## src/rtl/mcha_pkg.sv

```systemverilog
`timescale 1ns/1ps
package mcha_pkg;
  localparam int unsigned NCH = 8;
  localparam int unsigned CW  = 10;
  // control field positions
  localparam int unsigned C_OWN  = 7;
  localparam int unsigned C_RST  = 3;
  localparam int unsigned C_PER  = 6;
  localparam int unsigned C_HALT = 8;
  localparam int unsigned C_SNAP = 9;

  typedef enum logic [2:0] {RG_NONE, RG_CNT, RG_MAT, RG_CTL, RG_SNAP} region_e;

  // index of the counter that leads the group of channel idx (0-based)
  function automatic int unsigned grp_owner(input int unsigned idx);
    if (idx < 4) return 0;
    else if (idx < 6) return 4;
    else return 6;
  endfunction

  // rate code to tick qualifier
  function automatic logic rate_tick(input logic [2:0] sel, input logic [3:0] t);
    case (sel)
      3'd1: return t[0];
      3'd2: return t[1];
      3'd3: return t[2];
      3'd4: return t[3];
      default: return 1'b0;
    endcase
  endfunction

  function automatic logic [CW-1:0] ctrl_keep(input int unsigned idx);
    return (idx < 4) ? 10'h0FF : 10'h3FF;
  endfunction
endpackage

```

## src/rtl/mcha_decode.sv

```systemverilog
`timescale 1ns/1ps
module mcha_decode #(
  parameter int AW = 8,
  parameter int IW = 3
) (
  input  logic [AW-1:0]       addr,
  output mcha_pkg::region_e   rg,
  output logic [IW-1:0]       idx
);
  assign idx = addr[IW+1:2];
  always_comb begin
    rg = mcha_pkg::RG_NONE;
    if (addr[1:0] == 2'b00) begin
      case (addr[AW-1:IW+2])
        3'b001: if (idx == '0) rg = mcha_pkg::RG_SNAP;
        3'b010: rg = mcha_pkg::RG_CNT;
        3'b100: rg = mcha_pkg::RG_MAT;
        3'b110: rg = mcha_pkg::RG_CTL;
        default: rg = mcha_pkg::RG_NONE;
      endcase
    end
  end
endmodule

```

## src/rtl/mcha_counter.sv

```systemverilog
`timescale 1ns/1ps
module mcha_counter #(
  parameter int DW = 32
) (
  input  logic          clk,
  input  logic          rst_n,
  input  logic          load,
  input  logic [DW-1:0] load_val,
  input  logic          zero,
  input  logic          step,
  output logic [DW-1:0] cnt
);
  always_ff @(posedge clk or negedge rst_n) begin
    if (!rst_n)     cnt <= '0;
    else if (load)  cnt <= load_val;
    else if (zero)  cnt <= '0;
    else if (step)  cnt <= cnt + DW'(1);
  end
endmodule

```

## src/rtl/mcha_slot.sv

```systemverilog
`timescale 1ns/1ps
module mcha_slot (
  input  logic clk,
  input  logic rst_n,
  input  logic rearm,
  input  logic hit,
  input  logic periodic,
  input  logic en,
  input  logic clr,
  output logic armed,
  output logic flag
);
  always_ff @(posedge clk or negedge rst_n) begin
    if (!rst_n) begin
      armed <= 1'b1;
      flag  <= 1'b0;
    end else begin
      if (rearm)                armed <= 1'b1;
      else if (hit && !periodic) armed <= 1'b0;
      flag <= (flag & ~clr) | (hit & en);
    end
  end
endmodule

```

## src/rtl/match_channel_array.sv

```systemverilog
`timescale 1ns/1ps
module match_channel_array #(
  parameter int DW = 32,
  parameter int AW = 8,
  parameter int NT = 4
) (
  input  logic          clk,
  input  logic          rst_n,
  input  logic [NT-1:0] tick_in,
  input  logic [7:0]    irq_en,
  input  logic          bus_wr,
  input  logic          bus_rd,
  input  logic [AW-1:0] bus_addr,
  input  logic [DW-1:0] bus_wdata,
  output logic [DW-1:0] bus_rdata,
  input  logic [7:0]    sts_clr,
  output logic [7:0]    sts,
  output logic          irq
);
  import mcha_pkg::*;
  localparam int NC = NCH;
  localparam int IW = $clog2(NC);

  region_e       rg;
  logic [IW-1:0] ridx;
  logic [DW-1:0] cnt [NC];
  logic [DW-1:0] mat [NC];
  logic [CW-1:0] ctl [NC];
  logic [DW-1:0] snap;
  logic [DW-1:0] rd_mux;
  logic [NC-1:0] run, hit, zap, cnt_ld, rearm, disarm, armed;
  logic          snap_take;

  mcha_decode #(.AW(AW), .IW(IW)) u_dec (.addr(bus_addr), .rg(rg), .idx(ridx));

  for (genvar g = 0; g < NC; g++) begin : g_ch
    localparam int unsigned OWN = grp_owner(g);
    logic [DW-1:0] ref_cnt;
    logic          ref_run;
    logic          ref_ld;

    assign cnt_ld[g] = bus_wr && (rg == RG_CNT) && (ridx == IW'(g));
    assign rearm[g]  = bus_wr && ((rg == RG_MAT) || (rg == RG_CTL)) && (ridx == IW'(g));
    assign run[g]    = (ctl[g][C_OWN] || (OWN == g)) && !ctl[g][C_HALT]
                       && rate_tick(ctl[g][2:0], tick_in);

    assign ref_cnt = ctl[g][C_OWN] ? cnt[g]    : cnt[OWN];
    assign ref_run = ctl[g][C_OWN] ? run[g]    : run[OWN];
    assign ref_ld  = ctl[g][C_OWN] ? cnt_ld[g] : cnt_ld[OWN];

    assign hit[g]    = armed[g] && ref_run && !ref_ld && ((ref_cnt + DW'(1)) == mat[g]);
    assign zap[g]    = hit[g] && ctl[g][C_RST];
    assign disarm[g] = hit[g] && !ctl[g][C_PER] && !rearm[g];

    mcha_counter #(.DW(DW)) u_cnt (
      .clk(clk), .rst_n(rst_n), .load(cnt_ld[g]), .load_val(bus_wdata),
      .zero(zap[g]), .step(run[g]), .cnt(cnt[g])
    );

    mcha_slot u_slot (
      .clk(clk), .rst_n(rst_n), .rearm(rearm[g]), .hit(hit[g]),
      .periodic(ctl[g][C_PER]), .en(irq_en[g]), .clr(sts_clr[g]),
      .armed(armed[g]), .flag(sts[g])
    );

    always_ff @(posedge clk or negedge rst_n) begin
      if (!rst_n) begin
        mat[g] <= '0;
        ctl[g] <= '0;
      end else begin
        if (bus_wr && rg == RG_MAT && ridx == IW'(g)) mat[g] <= bus_wdata;
        if (bus_wr && rg == RG_CTL && ridx == IW'(g)) ctl[g] <= bus_wdata[CW-1:0] & ctrl_keep(g);
      end
    end
  end

  // reading counter 9 or 11 (index 5 or 7) may capture its lower partner
  assign snap_take = bus_rd && (rg == RG_CNT) && ridx[0] && (ridx >= IW'(5))
                     && ctl[ridx][C_SNAP];

  always_comb begin
    case (rg)
      RG_CNT:  rd_mux = cnt[ridx];
      RG_MAT:  rd_mux = mat[ridx];
      RG_CTL:  rd_mux = DW'(ctl[ridx]);
      RG_SNAP: rd_mux = snap;
      default: rd_mux = '0;
    endcase
  end

  always_ff @(posedge clk or negedge rst_n) begin
    if (!rst_n) begin
      snap      <= '0;
      bus_rdata <= '0;
    end else begin
      if (snap_take) snap <= cnt[ridx - IW'(1)];
      bus_rdata <= bus_rd ? rd_mux : '0;
    end
  end

  assign irq = |sts;
endmodule

```

## config.mk

```make
export PLATFORM = sky130hd
export DESIGN_NAME = match_channel_array
export DESIGN_NICKNAME = d
export VERILOG_FILES = /design/src/rtl/mcha_pkg.sv /design/src/rtl/mcha_decode.sv /design/src/rtl/mcha_counter.sv /design/src/rtl/mcha_slot.sv /design/src/rtl/match_channel_array.sv
export SDC_FILE = /design/constraint.sdc
export NUM_CORES = 2
export LEC_CHECK = 0
export BUFFER_PORTS_ARGS = -buffer_cell sky130_fd_sc_hd__buf_4
export CAP_MARGIN = 25
export CORE_UTILIZATION = 50
export CTS_BUF_LIST = sky130_fd_sc_hd__clkbuf_8 sky130_fd_sc_hd__clkbuf_16
export CTS_CLUSTER_SIZE = 40
export DETAILED_ROUTE_END_ITERATION = 8
export GPL_ROUTABILITY_DRIVEN = 0
export HOLD_SLACK_MARGIN = 0.02
export PLACE_DENSITY = 0.66
export SYNTH_ARGS = -nofsm -noshare
export SYNTH_HDL_FRONTEND = slang
export SYNTH_SLANG_ARGS = --single-unit
```

## constraint.sdc

```tcl
create_clock -name clk -period 10.5 [get_ports clk]
set_input_delay 1.05 -clock clk [delete_from_list [all_inputs] [get_ports clk]]
set_output_delay 1.05 -clock clk [all_outputs]
set_load 0.005 [all_outputs]
```

==> run summary <==
• 0 — post-CTS resize count
• 32.85% — register area share after synthesis
• 5186 — fin nets
• 6471 — Final Non-Filler Cells
• 0 — Post-DRT Antenna Nets
• 4783 ps — setup slack after layout
• 4 — antenna violations before repair
• 116 — Placement Rows
• 7.995% — growth of design area from synthesis to finish
• 68 — crit path max fanout
• 137.3 mm — half-perimeter wire length after placement
• 81 — total clock buffers created by CTS
• 26.08 ps — worst clock skew on the final layout
• reg2reg — CP Class
• 50.54% — Initial Utilization
• 0 — Slew Limit Fails
• 0 — post-cts hold buffer count
• 102500 um2 — overall die area
• 32.43% — Synth top area share
• 125.6 uV — worst-case vdd ir drop
• 8979 — number of inserted filler cells in the final layout
• 0 — total DRC errors in the routed layout
• 0.4648% — area share of fa/ha/maj cells after synthesis
• 188.6 mm — total length of routed wires
• 60 ps — Clock transition at path regs
• 9 — Pre-antenna DRT Iters
• sky130_fd_sc_hd__clkbuf_16 — clock root buffer master
• 0.02284 uW — leakage power figure
• 6310 — DP Cell Count
• 4747 ps — worst setup slack after placement
• 8.825% — synthesized-area fraction occupied by xor and xnor cells
• flip-flop — kind of start point of the critical path
• 0 — final count of negative-setup-slack endpoints
• 5442 — number of nets in the synthesized netlist
• flip-flop — endpoint type of the worst setup path
• sky130_fd_sc_hd__dfrtp_1 (32%), sky130_fd_sc_hd__mux4_2 (9.3%), sky130_fd_sc_hd__mux2_2 (7.9%), sky130_fd_sc_hd__mux2i_1 (5.9%), sky130_fd_sc_hd__xnor2_1 (5.3%) — cells taking the most area after synthesis
• 320.2 um — vertical extent of the die
• 100.0% — async set or reset register ratio after synthesis
• 0 — EDFF count, synth
• 7525 uW — post-route total power
• 23.14% — share of synthesized area spent on multiplexers
• 9.443 um2 — mean post-synth cell area
• 29.15 um — routed length per placed instance
• 0 — number of hold violations in the final report
• 3 — CTS H-Tree Depth
• 24.50% — Slew headroom
• 0.1749 GHz — maximum clock rate
• 45.14k — total number of vias
• 664 — flip-flop and latch count after synthesis
• 3 — deepest clock path buffer count
• 166 — maximum number of pins on one net before global-route repair
• 279.5 mm — wire length of the first global-routing pass
• 104 — IO buf count
• 100100 um2 — core area
• 36.34% — gr usage total
• 41.98k — via count of the first global-routing pass
• 0 — post-CTS setup buffers
• 0 — maximum capacitance violations
• 17.95% — simple-gate portion of the synthesized area
• 6240 ps — critical path data arrival time
• 102 — count of unique library cells instantiated by Yosys
• 18.80% — share of layout cells above drive strength 1
• no — setup repair after global routing missed its margin
• sky130_fd_sc_hd__dfrtp_1 — cell type contributing the most total cell area after synthesis
• 5717 ps — time the worst path needs with I/O delays and setup
• 6.976 — vias per cell
• 54.44% — fraction of the cycle the final worst path needs
• 12.08% — Compound-Gate Fraction of Synth Area
• 0 — synthesis warning total
• in2async — Hold Crit Class
• 5360 — cell count after synthesis
• 0 — global-route congestion overflow total
• sky130_fd_sc_hd__dfrtp_1 — most frequent standard cell in the layout excluding fill and tap cells
• 680 ps — clk_lat worst skew
• 6945 — Initial DRC Count
• multiplexers — combinational family with the most area after synthesis
• 1122 ps — worst-margin pin slew
• 664 — Clock Sink Count
• completed — result of the run
• 137.7 nW/um2 — power per cell area
• sky130_fd_sc_hd__dfrtp_1 (651), sky130_fd_sc_hd__nand2_1 (464), sky130_fd_sc_hd__mux2_2 (355) — leading cell types in the layout, fill and taps excluded
• 11030 ps — required time reported for the critical path endpoint
• sky130_fd_sc_hd__dfrtp_1 — prevailing post-synth register cell
• 320.2 um — DIE WIDTH
• 50610 um2 — area of the mapped netlist
• 0 ps — sum of negative setup slack
• 105 — number of top-level design ports
• done — clock tree from TritonCTS
layout make-up:
cell class	count	area, um2	share of cell area, %
Tap cell	1298	1624	2.971
Timing Repair Buffer	179	1486	2.719
Sequential cell	664	16640	30.45
Multi-Input combinational cell	4109	31740	58.07
Clock buffer	102	2338	4.278
Antenna cell	2	5.005	0.009156
Clock inverter	48	563.0	1.030
Inverter	69	259.0	0.4738
critical path, stage by stage (launching register included):
cell,delay [ps]
sky130_fd_sc_hd__dfrtp_4,610
sky130_fd_sc_hd__buf_4,730
sky130_fd_sc_hd__mux2i_1,290
sky130_fd_sc_hd__xor2_1,470
sky130_fd_sc_hd__a211oi_1,240
sky130_fd_sc_hd__nor4bb_1,520
sky130_fd_sc_hd__nand4_1,180
sky130_fd_sc_hd__nor4b_1,660
sky130_fd_sc_hd__nand4b_1,640
sky130_fd_sc_hd__nor3_4,620
sky130_fd_sc_hd__buf_4,420
sky130_fd_sc_hd__nor2_1,100
synth_stat cells (205+ instances only):
| master | count |
|---|---|
| sky130_fd_sc_hd__dfrtp_1 | 656 |
| sky130_fd_sc_hd__nand2_1 | 466 |
| sky130_fd_sc_hd__clkbuf_1 | 366 |
| sky130_fd_sc_hd__mux2_2 | 355 |
| sky130_fd_sc_hd__nor2_1 | 324 |
| sky130_fd_sc_hd__xnor2_1 | 305 |
| sky130_fd_sc_hd__mux2i_1 | 298 |
| sky130_fd_sc_hd__nand3_1 | 245 |
| sky130_fd_sc_hd__o21ai_0 | 236 |
| sky130_fd_sc_hd__a21oi_1 | 210 |
| sky130_fd_sc_hd__mux4_2 | 210 |
| sky130_fd_sc_hd__xor2_1 | 205 |
flip-flops by register name, indices dropped and copies added (netlist names):
signal / cells
g_ch.u_slot.flag: 8
bus_rdata: 32
snap: 32
g_ch.u_slot.armed: 8
ctl: 72
g_ch.u_cnt.cnt: 256
mat: 256
power breakdown:
group	internal, uW	total, uW	switching [uW]
clock	1850	3090	1240
combinational	620	1490	874
sequential	2680	2940	265
total	5140	7520	2380
layer usage:
metal,vias up,wire length [um],track usage (%)
met5,-,25,0
met4,4,11450,19.31
met3,605,23200,10.00
met2,3053,79550,52.29
met1,22190,74410,49.68
li1,19290,-,-
stage by stage:
| step | hold WS, ps | utilization (%) | cell area [um2] |
|---|---|---|---|
| 3_5_place_dp | 476.5 | 51.53 | 51600 |
| 5_1_grt | 503.9 | 54.57 | 54650 |
| 3_3_place_gp | 468.3 | 51.50 | 51570 |
| 4_1_cts | 484.5 | 54.43 | 54500 |
| 6_report | 418.6 | 54.58 | 54660 |
| 2_1_floorplan | 451.1 | - | 50610 |
cells by family after synthesis:
logic type,count (synthesis)
buffers and inverters,587
adders and majority gates,19
AOI/OAI and AO/OA,945
and+or+nand+nor,1772
xor gates and xnor gates,510
DFF,664
muxes,863
final timing paths:
check / start / end / slack (ps) / cells after the start
worst max-delay path: ctl[57] / g_ch[2].u_cnt.cnt[27] / 4780 / 11
worst min-delay path: rst_n / mat[61] / 420 / 1
worst max register to register: ctl[57] / g_ch[2].u_cnt.cnt[27] / 4780 / 11
worst min register to register: g_ch[0].u_slot.armed / g_ch[0].u_slot.armed / 480 / 2
max in group asynchronous: rst_n / mat[248] / 7580 / 3
min in group clk: g_ch[0].u_slot.armed / g_ch[0].u_slot.armed / 480 / 2
No activity file was read; power rests on OpenSTA's default activity.
